--- src/rtl/rcop_loader.sv ---
module rcop_loader #(
  parameter int AW = 11,
  parameter int XW = 9,
  parameter int YW = 9,
  parameter logic [7:0] IDX_BYTE = 8'h60,
  parameter logic [7:0] IDX_ALO  = 8'h61,
  parameter logic [7:0] IDX_CTL  = 8'h62,
  parameter logic [7:0] IDX_PAIR = 8'h63
) (
  input  logic          clk,
  input  logic          rst_n,
  input  logic          reg_wr,
  input  logic          reg_cop,
  input  logic [7:0]    reg_idx,
  input  logic [7:0]    reg_wdata,
  input  logic [7:0]    rd_idx,
  output logic [7:0]    rd_data,
  output logic          pass_wr,
  output logic          mem_we,
  output logic [1:0]    mem_be,
  output logic [AW-2:0] mem_waddr,
  output logic [15:0]   mem_wdata,
  input  logic          step,
  input  logic [XW-1:0] ras_x,
  input  logic [YW-1:0] ras_y,
  output logic          run,
  output logic [AW-2:0] pc
);
  localparam int HW = AW - 8;

  logic [AW-1:0] addr;
  logic [1:0]    mode;
  logic [7:0]    stage;

  wire wr_ok    = reg_wr && !(reg_cop && reg_idx[7]);
  wire w_byte   = wr_ok && (reg_idx == IDX_BYTE);
  wire w_alo    = wr_ok && (reg_idx == IDX_ALO);
  wire w_ctl    = wr_ok && (reg_idx == IDX_CTL);
  wire w_pair   = wr_ok && (reg_idx == IDX_PAIR);
  wire mode_chg = w_ctl && (reg_wdata[7:6] != mode);
  wire at_org   = (ras_x == '0) && (ras_y == '0);

  assign pass_wr = wr_ok;
  assign run     = (mode != 2'b00);

  always_comb begin
    rd_data = 8'h00;
    if (rd_idx == IDX_ALO) rd_data = addr[7:0];
    else if (rd_idx == IDX_CTL) begin
      rd_data[7:6]    = mode;
      rd_data[HW-1:0] = addr[AW-1:8];
    end
  end

  always_ff @(posedge clk or negedge rst_n) begin
    if (!rst_n) begin
      addr  <= '0;
      mode  <= 2'b00;
      stage <= 8'h00;
    end else begin
      if (w_alo) addr[7:0] <= reg_wdata;
      else if (w_ctl) addr[AW-1:8] <= reg_wdata[HW-1:0];
      else if (w_byte || w_pair) addr <= addr + 1'b1;
      if (w_ctl) mode <= reg_wdata[7:6];
      if (w_pair && !addr[0]) stage <= reg_wdata;
    end
  end

  always_ff @(posedge clk or negedge rst_n) begin
    if (!rst_n) begin
      mem_we    <= 1'b0;
      mem_be    <= 2'b00;
      mem_waddr <= '0;
      mem_wdata <= 16'h0000;
    end else begin
      mem_we <= w_byte || (w_pair && addr[0]);
      if (w_byte) begin
        mem_waddr <= addr[AW-1:1];
        mem_be    <= addr[0] ? 2'b01 : 2'b10;
        mem_wdata <= {reg_wdata, reg_wdata};
      end else if (w_pair && addr[0]) begin
        mem_waddr <= addr[AW-1:1];
        mem_be    <= 2'b11;
        mem_wdata <= {stage, reg_wdata};
      end
    end
  end

  always_ff @(posedge clk or negedge rst_n) begin
    if (!rst_n) pc <= '0;
    else if (mode_chg && reg_wdata[6]) pc <= '0;
    else if (mode == 2'b11 && at_org) pc <= '0;
    else if (run && step) pc <= pc + 1'b1;
  end


  byte_lane_chk: assert property (@(posedge clk) disable iff (!rst_n)
    w_byte |=> mem_we && $onehot(mem_be));


  pair_even_silent_chk: assert property (@(posedge clk) disable iff (!rst_n)
    (w_pair && !addr[0]) |=> !mem_we);


  start_zero_chk: assert property (@(posedge clk) disable iff (!rst_n)
    (mode_chg && reg_wdata[6]) |=> (pc == '0) && run);


  stopped_hold_chk: assert property (@(posedge clk) disable iff (!rst_n)
    (!run && !w_ctl) |=> $stable(pc));


  step_inc_chk: assert property (@(posedge clk) disable iff (!rst_n)
    (run && step && !w_ctl && !(mode == 2'b11 && at_org)) |=> pc == $past(pc) + 1'b1);


  cop_block_chk: assert property (@(posedge clk) disable iff (!rst_n)
    (reg_cop && reg_idx[7]) |-> !pass_wr);
endmodule

--- config.mk ---
export PLATFORM = sky130hd
export DESIGN_NAME = rcop_loader
export DESIGN_NICKNAME = d
export VERILOG_FILES = /design/src/rtl/rcop_loader.sv
export SDC_FILE = /design/constraint.sdc
export NUM_CORES = 1
export LEC_CHECK = 0
export ABC_AREA = 1
export CAP_MARGIN = 15
export CORE_AREA = 5 5 101 127
export CTS_BUF_LIST = sky130_fd_sc_hd__clkbuf_8
export CTS_CLUSTER_DIAMETER = 30
export CTS_CLUSTER_SIZE = 8
export DETAILED_ROUTE_END_ITERATION = 8
export DIE_AREA = 0 0 106 132
export MAX_ROUTING_LAYER = met4
export PLACE_DENSITY = 0.59
export SLEW_MARGIN = 20
export SYNTH_ARGS = -nofsm -noshare
export SYNTH_HDL_FRONTEND = slang
export SYNTH_SLANG_ARGS = --single-unit
--- constraint.sdc ---
create_clock -name clk -period 1.2 [get_ports clk]
set_input_delay 0.24 -clock clk [delete_from_list [all_inputs] [get_ports clk]]
set_output_delay 0.24 -clock clk [all_outputs]
set_load 0.005 [all_outputs]
==> key figures, run 1 <==
Critical path
  – R2r worst-path depth: 8
  – Reg2Reg Setup Slack: -0.20 ns
  – FF-to-FF Start: mode[1]$_DFFE_PN0P_
  – Worst setup path end: rd_data[7]
  – Startpoint Class: input port
  – Element type at the critical path end: primary output
  – Required @ worst endpoint: 0.96 ns
  – Worst reg2reg endpoint: pc[0]$_DFFE_PN0P_
  – Kind of critical path: input port to primary output
  – Critical Path AT: 1.21 ns
  – Crit Path Max Fanout: 4
  – CP startpoint: rd_idx[2]

Timing
  – Final period util: 1.210
  – RSZ-0062 raised after global routing: yes
  – Final hold vios: 0
  – WHS: 0.2138 ns
  – Max frequency: 688.5 MHz
  – Final Skew: 0.008510 ns
  – Worst setup margin: -0.2524 ns
  – Final setup vio count: 53
  – Worst-margin pin slew: 0.3355 ns
  – Minimum clock period: 1.452 ns
  – Pins Over Slew Limit: 0
  – Slew Limit Headroom: 0.7764

Synthesis
  – Mapped Cells: 469
  – YS warnings: 0
  – Area contributors post-synth: dfrtp_1 (44%), nand2_1 (19%), nand3_1 (12%), inv_1 (4.9%), nor2_1 (4.8%)
  – Syn Area/Cell: 7.198 um2
  – Cell variety after synth: 28
  – Syn_nets: 518
  – EDFF count, synth: 0
  – Post-synth ARST share: 1.000
  – Area leader, netlist: dfrtp_1
  – Yosys reg bits: 60
  – Synth Cell Area: 0.003376 mm2
  – Top FF cell, synth: dfrtp_1
  – Area share of the largest cell type after synthesis: 0.4448
  – Sequential share of the synthesized area: 0.4448
  – Count leader, synth: nand2_1
  – Top cells by count, synth: nand2_1 (169), nand3_1 (78), dfrtp_1 (60), inv_1 (44), nor2_1 (43)

Final layout
  – Post-Layout Cell Count: 834
  – Share of layout cells above drive strength 1: 0.4397
  – Diodes inserted: 0
  – Syn-to-layout area delta: 82.36%
  – FILL cells: 1,031
  – Nets: 740
  – Final instance area: 0.006156 mm2

Die
  – # IOs: 96
  – Total die area: 0.01399 mm2
  – Die W: 106 um
  – Core Box Area: 0.01145 mm2
  – Site Rows: 44
  – Die H: 132 um
  – Starting Density: 0.2948

CTS
  – Clk pin slew, worst setup/hold paths: 0.07 ns
  – Clock Path Buffers: 2
  – CTS tree: built
  – CTS buffer count: 9
  – Root Driver: clkbuf_8
  – H-tree levels: 3
  – Sink Count: 60
  – Worst-Skew Late Latency: 0.35 ns

Global routing
  – Largest net degree at the start of global routing: 61
  – Global-route wire length before repair: 20,490 um
  – Initial antenna violation count: 0
  – Vias in the first global route: 4,086
  – Global route overflow: 0
  – Total track usage: 0.1876

Power and ir drop
  – PD cells: 922.9 mW/mm2
  – Pleak: 3.219 nW
  – Max rail drop VDD: 419.0 uV

Status
  – Status: finished with violations
  – Failing checks: setup timing

Placed design
  – RD Place Congestion: 0.8643
  – Post-DP HPWL: 8082 um
  – Place WS: -0.9373 ns
  – Placed insts: 749
  – Area after DPL: 0.004905 mm2
  – # port buffers: 95

Route
  – Routed wire length: 12,980 um
  – Initial DRC count: 257
  – Routed vias/inst: 4.751
  – First-pass detailed-route iteration total: 4
  – Via count: 3,962
  – Routed len/inst: 15.56 um
  – DRC errors left: 0
  – Routed Antenna Nets: 0

Run
  – Number of max-cap violations: 0

Hold path
  – HP Class: input port to register
## worst max-delay path: stages
cell	delay, ns
buf_6	0.10
nor4_4	0.28
buf_4	0.16
buf_6	0.10
buf_6	0.09
nand3_2	0.05
o21ai_1	0.07
buf_2	0.13
## cell usage in the layout, fill, tap and decap left out, types with 3 or more instances in the layout
master / netlist / routed
nand2_1: 169 / 136
buf_4: 3 / 85
dfrtp_1: 60 / 56
nand3_1: 78 / 52
inv_1: 44 / 38
buf_2: 7 / 35
buf_6: 2 / 32
nand2_2: 2 / 28
nor2_1: 43 / 28
clkdlybuf4s50_1: 0 / 27
nand3_2: 2 / 21
clkbuf_2: 0 / 14
nor2_4: 4 / 12
o21ai_1: 4 / 11
o21ai_0: 19 / 11
inv_2: 3 / 10
nand3_4: 2 / 10
clkbuf_8: 0 / 10
nor2_2: 1 / 8
nand2_4: 1 / 7
nand4_1: 7 / 7
clkdlybuf4s15_1: 0 / 7
buf_12: 0 / 6
nand2_8: 0 / 5
dlygate4sd2_1: 0 / 5
xor2_1: 4 / 4
dfrtp_2: 0 / 4
nand3b_1: 3 / 3
clkinv_2: 0 / 3
## layer usage
| layer | vias to the layer above | GRT usage | routed length, um |
|---|---|---|---|
| met2 | 116 | 0.3284 | 6993 |
| li1 | 1958 | - | - |
| met3 | 30 | 0.02695 | 628 |
| met4 | 0 | 0.09287 | 360 |
| met5 | - | - | 0 |
| met1 | 1858 | 0.2069 | 4992 |
## timing repair
action                                  in CTS  in global routing
hold buffers                                 1                  0
pin swaps                                   49                 36
gates resized for setup                    305                 89
hold endpoints to repair                    60                  0
buffers inserted                            47                 17
gates cloned                                 8                  2
endpoints found under the setup margin     108                 83
## through the flow
stage	total power, W	util	TNS [ns]
global placement	0.003264	0.4283	-37.56
finish	0.005681	0.5376	-5.411
detailed placement	0.003287	0.4283	-39.40
global route	0.005936	0.5376	-7.692
floorplan	0.002584	-	0
CTS	0.005499	0.5142	-5.905
## sequential cells by signal, summed over array words and instances (netlist names)
signal,flops
mem_waddr,10
mem_be,2
mem_we,1
mode,2
addr,11
mem_wdata,16
pc,10
stage,8
## worst min path at each step
stage / cells past startpoint / startpoint / to / slack [ns]
2_1_floorplan: 0 / rst_n / addr[0]$_DFFE_PN0P_ / -0.06
3_3_place_gp: 2 / rst_n / mem_wdata[9]$_DFFE_PN0P_ / 0.27
3_5_place_dp: 2 / rst_n / mem_wdata[9]$_DFFE_PN0P_ / 0.28
4_1_cts: 4 / reg_idx[0] / mem_we$_DFF_PN0_ / 0.37
5_1_grt: 3 / reg_idx[1] / mem_we$_DFF_PN0_ / 0.22
6_report: 3 / reg_idx[1] / mem_we$_DFF_PN0_ / 0.21
## cell families (layout without fill, tap and decap cells)
family,Yosys count,in the layout,synth area share
simple gates,318,323,0.4210
flops,60,60,0.4448
buf+inv,59,281,0.07598
compound gates,25,25,0.03781
xor+xnor,5,5,0.01297
fa+ha+maj,2,2,0.007412
## where the power goes
| part | total (W) | leakage, nW | switching (W) | internal (W) |
|---|---|---|---|---|
| logic | 0.00147 | 2.32 | 0.000669 | 0.000798 |
| registers | 0.00220 | 0.783 | 0.0000729 | 0.00213 |
| clock network | 0.00201 | 0.117 | 0.000807 | 0.00121 |
| total | 0.00568 | 3.22 | 0.00155 | 0.00413 |
## cell type report
type	instances	area, um2	share of cell area
clock inverters	6	78.83	0.01280
inverters	47	176.4	0.02866
repair buffers	218	1908	0.3100
multi-input cells	355	2176	0.3535
clock buffers	10	137.6	0.02236
flip-flops and latches	60	1506	0.2447
well taps	138	172.7	0.02805
Note: power is estimated with default switching activity, not from simulation.
==> run 2: changes to the inputs <==
--- a/config.mk
+++ b/config.mk
@@ -14,7 +14,6 @@
 export DETAILED_ROUTE_END_ITERATION = 8
 export DIE_AREA = 0 0 106 132
 export MAX_ROUTING_LAYER = met4
-export PLACE_DENSITY = 0.59
 export SLEW_MARGIN = 20
 export SYNTH_ARGS = -nofsm -noshare
 export SYNTH_HDL_FRONTEND = slang
==> run 2 against run 1 <==
Effect of this change: the flow still finishes with violations (setup timing); clock skew down 0.0036 ns; utilization up 0.93 points; worst hold slack better by 0.080 ns; flip-flop and latch count unchanged; largest power group unchanged; die area unchanged; cell count up 0.24%; combinational power about the same; routed wire length down 3.7%; critical path type is now register to register; register-to-register slack worse by 0.04 ns; global-route usage down 0.97 points; first-iteration DRC count down 31%.
==> key figures, run 2 (synthesis gave the netlist of run 1 again) <==
CTS
  – Root Driver: clkbuf_8
  – H-tree levels: 3
  – Clock Path Buffers: 2
  – Worst-Skew Late Latency: 0.35 ns
  – CTS tree: built
  – Clk pin slew, worst setup/hold paths: 0.07 ns
  – CTS buffer count: 9
  – Sink Count: 60

Global routing
  – Vias in the first global route: 3,989
  – Initial antenna violation count: 0
  – Total track usage: 0.1780
  – Largest net degree at the start of global routing: 35
  – Global-route wire length before repair: 19,460 um
  – Global route overflow: 0

Route
  – WL met2: 6910 um
  – DRT met1 WL: 4702 um
  – Top Metal Used: met4
  – DRC errors left: 0
  – Routed len/inst: 14.95 um
  – Met3 routed WL: 587 um
  – Routed Antenna Nets: 0
  – Via count: 4,016
  – Routed wire length: 12,500 um
  – Initial DRC count: 177
  – First-pass detailed-route iteration total: 4
  – Routed vias/inst: 4.804

Final layout
  – Nets: 742
  – Max reg flops: 16
  – Commonest non-fill, non-tap cell in the layout: nand2_1
  – Syn-to-layout area delta: 85.51%
  – Final instance area: 0.006262 mm2
  – Multi-input gate area: 0.002183 mm2
  – Post-Layout Cell Count: 836
  – Share of layout cells above drive strength 1: 0.4456
  – FF/Latch Area: 0.001505 mm2
  – Biggest register: mem_wdata
  – Most frequent cells in the layout: nand2_1 (130), buf_4 (78), dfrtp_1 (57), nand3_1 (56), buf_6 (43)
  – Diodes inserted: 0
  – Biggest regs: mem_wdata (16), addr (11)
  – FILL cells: 1,068

Critical path
  – Crit Path Max Fanout: 3
  – R2r worst-path depth: 10
  – Critical Path AT: 1.69 ns
  – Slowest CP cell: dfrtp_2
  – Required @ worst endpoint: 1.44 ns
  – Startpoint Class: register
  – Reg2Reg Setup Slack: -0.24 ns
  – Cell family with most CP delay: simple AND/OR/NAND/NOR gates
  – Worst path cell trace: buf_6 -> nor2_4 -> buf_6 -> nor2_4 -> buf_12 -> nand3_4 -> nor2_1 -> nand2_1 -> nand2_2 -> nor2_2
  – Element type at the critical path end: register
  – Kind of critical path: register to register
  – CP Depth: 10
  – Worst path max stage delay: 0.37 ns
  – CP bufs+invs: 3

Hold path
  – HP Class: input port to asynchronous set/reset pin

Timing
  – WHS: 0.2938 ns
  – Final hold vios: 0
  – Max frequency: 692.7 MHz
  – Final period util: 1.203
  – Slew Limit Headroom: 0.7641
  – Final Skew: 0.004927 ns
  – Worst setup margin: -0.2436 ns
  – Pins Over Slew Limit: 0
  – RSZ-0062 raised after global routing: yes
  – Minimum clock period: 1.444 ns
  – Final setup vio count: 34
  – Worst-margin pin slew: 0.3531 ns

Run
  – Number of max-cap violations: 0

Power and ir drop
  – Max rail drop VDD: 475.8 uV
  – Overall Power: 0.005442 W
  – Combinational Power Share: 0.276
  – PD cells: 869.0 mW/mm2
  – Net load switching power: 0.001580 W
  – Pleak: 3.330 nW
  – Seq pwr share: 0.406
  – Clk pwr share: 0.318
  – Internal Pwr Total: 0.003862 W
  – Switching Fraction: 0.2904

Die
  – Site Rows: 44
  – # IOs: 96
  – Starting Density: 0.2948
  – Die H: 132 um
  – Die W: 106 um
  – Core Box Area: 0.01145 mm2
  – Total die area: 0.01399 mm2

Status
  – Failing checks: setup timing
  – Status: finished with violations

Placed design
  – Placed insts: 754
  – Area after DPL: 0.004980 mm2
  – # port buffers: 95
  – RD Place Congestion: 0.8828
  – Post-DP HPWL: 8458 um
==> run 2: changes by cell type in the layout (fill, tap and decap cells not counted), sizes merged <==
cell	previous run	this run
nand3	83	82
clkinvlp	0	1
buf	162	163
clkbuf	24	28
bufinv	2	0
inv	48	47
nand2	176	173
clkdlybuf4s15	7	11
dlygate4sd2	5	6
bufbuf	2	0
==> run 2: final timing paths <==
kind | start | endpoint
setup / recovery | mode[1]$_DFFE_PN0P_ | pc[4]$_DFFE_PN0P_
hold reg to reg | stage[1]$_DFFE_PN0P_ | stage[1]$_DFFE_PN0P_
setup reg to reg | mode[1]$_DFFE_PN0P_ | pc[4]$_DFFE_PN0P_
max in group asynchronous | rst_n | mode[0]$_DFFE_PN0P_
min in group clk | reg_idx[3] | mem_be[0]$_DFFE_PN0P_
hold / removal | rst_n | stage[3]$_DFFE_PN0P_
==> run 2: metal layers <==
layer / vias up / global-route usage
li1: 1951 / -
met1: 1927 / 0.1934
met2: 114 / 0.3163
met3: 24 / 0.02597
met4: 0 / 0.08423
met5: - / -
==> run 2: stage by stage <==
step,TNS (ns),setup WS [ns],util
3_5_place_dp,-37.84,-0.9802,0.4349
5_1_grt,-5.870,-0.2721,0.5469
3_3_place_gp,-35.63,-0.9616,0.4349
2_1_floorplan,0,0.001557,-
6_report,-3.430,-0.2436,0.5469
4_1_cts,-3.832,-0.2194,0.5024
==> run 2: final cells by class <==
class / count / area share
clock buffer: 12 / 0.02637
timing repair buffer: 224 / 0.3253
sequential: 60 / 0.2404
inverter: 47 / 0.02817
multi-input combinational: 351 / 0.3487
clock inverter: 4 / 0.003596
tap: 138 / 0.02757
==> run 2: what timing repair did <==
item | in CTS | in global routing
resized for setup | 285 | 123
pin swaps | 36 | 46
hold buffers | 1 | 0
buffers inserted | 45 | 16
cloned | 5 | 2
hold endpoints to repair | 7 | 0
setup endpoints to repair | 109 | 78
==> run 2: power groups by stage <==
stage / clock, W / sequential, W / combinational, W
after global placement: 0 / 0.00225 / 0.00101
after CTS: 0.00177 / 0.00220 / 0.00127
after global routing: 0.00184 / 0.00222 / 0.00162
after floorplan: 0 / 0.00226 / 0.000326
final: 0.00173 / 0.00221 / 0.00150
after detailed placement: 0 / 0.00226 / 0.00103
==> run 3: changes to the inputs <==
--- a/config.mk
+++ b/config.mk
@@ -8,12 +8,12 @@
 export ABC_AREA = 1
 export CAP_MARGIN = 15
 export CORE_AREA = 5 5 101 127
-export CTS_BUF_LIST = sky130_fd_sc_hd__clkbuf_8
 export CTS_CLUSTER_DIAMETER = 30
 export CTS_CLUSTER_SIZE = 8
 export DETAILED_ROUTE_END_ITERATION = 8
 export DIE_AREA = 0 0 106 132
 export MAX_ROUTING_LAYER = met4
+export SETUP_SLACK_MARGIN = 0.1
 export SLEW_MARGIN = 20
 export SYNTH_ARGS = -nofsm -noshare
 export SYNTH_HDL_FRONTEND = slang
==> run 3 against run 2 <==
Effect of this change: the run still ends with setup timing left; clock power up 35%; sequential power barely moved; power rose by 9.6%; final area up 2.6%; register-to-register slack better by 0.06 ns; die area unchanged; worst hold slack lost 0.065 ns; fmax is 0.68% lower; flip-flop and latch count unchanged; combinational power shrank 5%; clock skew shrank 0.0010 ns; non-clock buffer count is 1 higher; critical endpoint is now rd_data[6]; largest power group is now clock.
==> key figures, run 3 (synthesis gave the netlist of run 1 again) <==
Route
  – Initial DRC count: 200
  – DRC errors left: 0
  – Routed vias/inst: 4.808
  – Via count: 4,039
  – Routed len/inst: 15.35 um
  – Routed Antenna Nets: 0
  – Routed wire length: 12,890 um
  – First-pass detailed-route iteration total: 4

Timing
  – Max frequency: 688.0 MHz
  – Minimum clock period: 1.453 ns
  – RSZ-0062 raised after global routing: yes
  – Worst setup margin: -0.2534 ns
  – Final setup vio count: 55
  – Final period util: 1.211
  – Pins Over Slew Limit: 0
  – Final hold vios: 0
  – Slew Limit Headroom: 0.7775
  – Worst-margin pin slew: 0.3331 ns
  – Final Skew: 0.003883 ns

Final layout
  – FILL cells: 987
  – Fin util: 0.5609
  – Nets: 747
  – Biggest register: mem_wdata
  – Syn-to-layout area delta: 90.25%
  – Share of layout cells above drive strength 1: 0.5014
  – Diodes inserted: 0
  – Max reg flops: 16
  – Multi-input gate area: 0.002392 mm2
  – Final instance area: 0.006422 mm2
  – Biggest regs: mem_wdata (16), addr (11)
  – FF/Latch Area: 0.001504 mm2
  – Most frequent cells in the layout: nand2_1 (127), buf_4 (90), dfrtp_1 (58), buf_2 (52), inv_1 (36)
  – Commonest non-fill, non-tap cell in the layout: nand2_1

Run
  – Number of max-cap violations: 0

Global routing
  – Total track usage: 0.1838
  – M1 GR Usage: 0.2010
  – Met3 usage: 0.03479
  – Largest net degree at the start of global routing: 61
  – Vias in the first global route: 4,100
  – Global-route wire length before repair: 20,050 um
  – Gr busiest metal: met2
  – Global route overflow: 0
  – Initial antenna violation count: 0
  – Grt met2 use: 0.3199

Die
  – Starting Density: 0.2948
  – Die H: 132 um
  – Site Rows: 44
  – Die W: 106 um
  – Core Box Area: 0.01145 mm2
  – # IOs: 96
  – Total die area: 0.01399 mm2

Critical path
  – Required @ worst endpoint: 0.96 ns
  – Kind of critical path: input port to primary output
  – Element type at the critical path end: primary output
  – Reg2Reg Setup Slack: -0.18 ns
  – Crit Path Max Fanout: 4
  – Startpoint Class: input port
  – Critical Path AT: 1.21 ns

Placed design
  – RD Place Congestion: 0.9264
  – Post-DP HPWL: 8177 um
  – # port buffers: 95
  – Area after DPL: 0.005005 mm2

CTS
  – H-tree levels: 3
  – Root Driver: clkbuf_16
  – CTS tree: built
  – CTS buffer count: 9
  – Clk pin slew, worst setup/hold paths: 0.05 ns
  – Sink Count: 60
  – Clock Path Buffers: 2
  – Worst-Skew Late Latency: 0.33 ns

Status
  – Status: finished with violations
  – Failing checks: setup timing

Power and ir drop
  – Net load switching power: 0.001599 W
  – Internal Pwr Total: 0.004364 W
  – Seq pwr share: 0.369
  – Clk pwr share: 0.393
  – Combinational Power Share: 0.238
  – Switching Fraction: 0.2681
  – PD cells: 928.4 mW/mm2
  – Pleak: 3.307 nW
  – Max rail drop VDD: 580.6 uV

Hold path
  – HP Class: input port to register
[run 3: layout make-up]
class / instances / share of cell area
multi-input cells: 355 / 0.3725
clock inverters: 2 / 0.001559
repair buffers: 225 / 0.2965
inverters: 47 / 0.02786
well taps: 138 / 0.02688
clock buffers: 13 / 0.04052
flip-flops and latches: 60 / 0.2342
[run 3: timing repair]
item / CTS / global route
buffers inserted: 48 / 19
gates resized for setup: 346 / 93
hold endpoints to repair: 60 / 0
pin swaps: 65 / 51
gates cloned: 9 / 0
hold buffers: 1 / 0
endpoints found under the setup margin: 109 / 94
[run 3: worst paths after layout]
| kind | end | from | depth (start not counted) |
|---|---|---|---|
| max reg2reg | pc[8]$_DFFE_PN0P_ | mode[1]$_DFFE_PN0P_ | 9 |
| min reg2reg | mem_be[0]$_DFFE_PN0P_ | mem_be[0]$_DFFE_PN0P_ | 2 |
| min in group asynchronous | mem_wdata[1]$_DFFE_PN0P_ | rst_n | 3 |
| max in group asynchronous | mode[0]$_DFFE_PN0P_ | rst_n | 3 |
| max | rd_data[6] | rd_idx[4] | 7 |
| min | mem_we$_DFF_PN0_ | reg_idx[1] | 3 |
[run 3: critical path: stages]
cell and delay (ns):
buf_6 0.09, nor3_4 0.18, nand4_1 0.16, buf_4 0.18, buf_6 0.12, o21ai_2 0.11
buf_2 0.13
[run 3: per-layer routing]
metal	vias up	routed length [um]
li1	1970	-
met1	1940	4850
met2	107	7202
met3	22	553
met4	0	284
met5	-	0
[run 3: power by group through the flow]
stage	clock network (W)	logic, W	registers, W
2_1_floorplan	0	0.000383	0.00227
3_3_place_gp	0	0.00105	0.00224
3_5_place_dp	0	0.00106	0.00224
4_1_cts	0.00235	0.00124	0.00220
5_1_grt	0.00247	0.00154	0.00221
6_report	0.00234	0.00142	0.00220
[run 3: stage by stage]
step	worst slack [ns]	power [W]	hold slack, ns	std cells	TNS, ns
final	-0.2534	0.005962	0.2289	840	-5.878
after global placement	-0.9438	0.003283	0.2795	748	-37.58
after global routing	-0.2955	0.006220	0.2532	840	-8.376
after detailed placement	-0.9611	0.003305	0.2805	748	-39.68
after CTS	-0.2210	0.005790	0.3812	821	-5.344
after floorplan	0.01330	0.002657	-0.05559	469	0
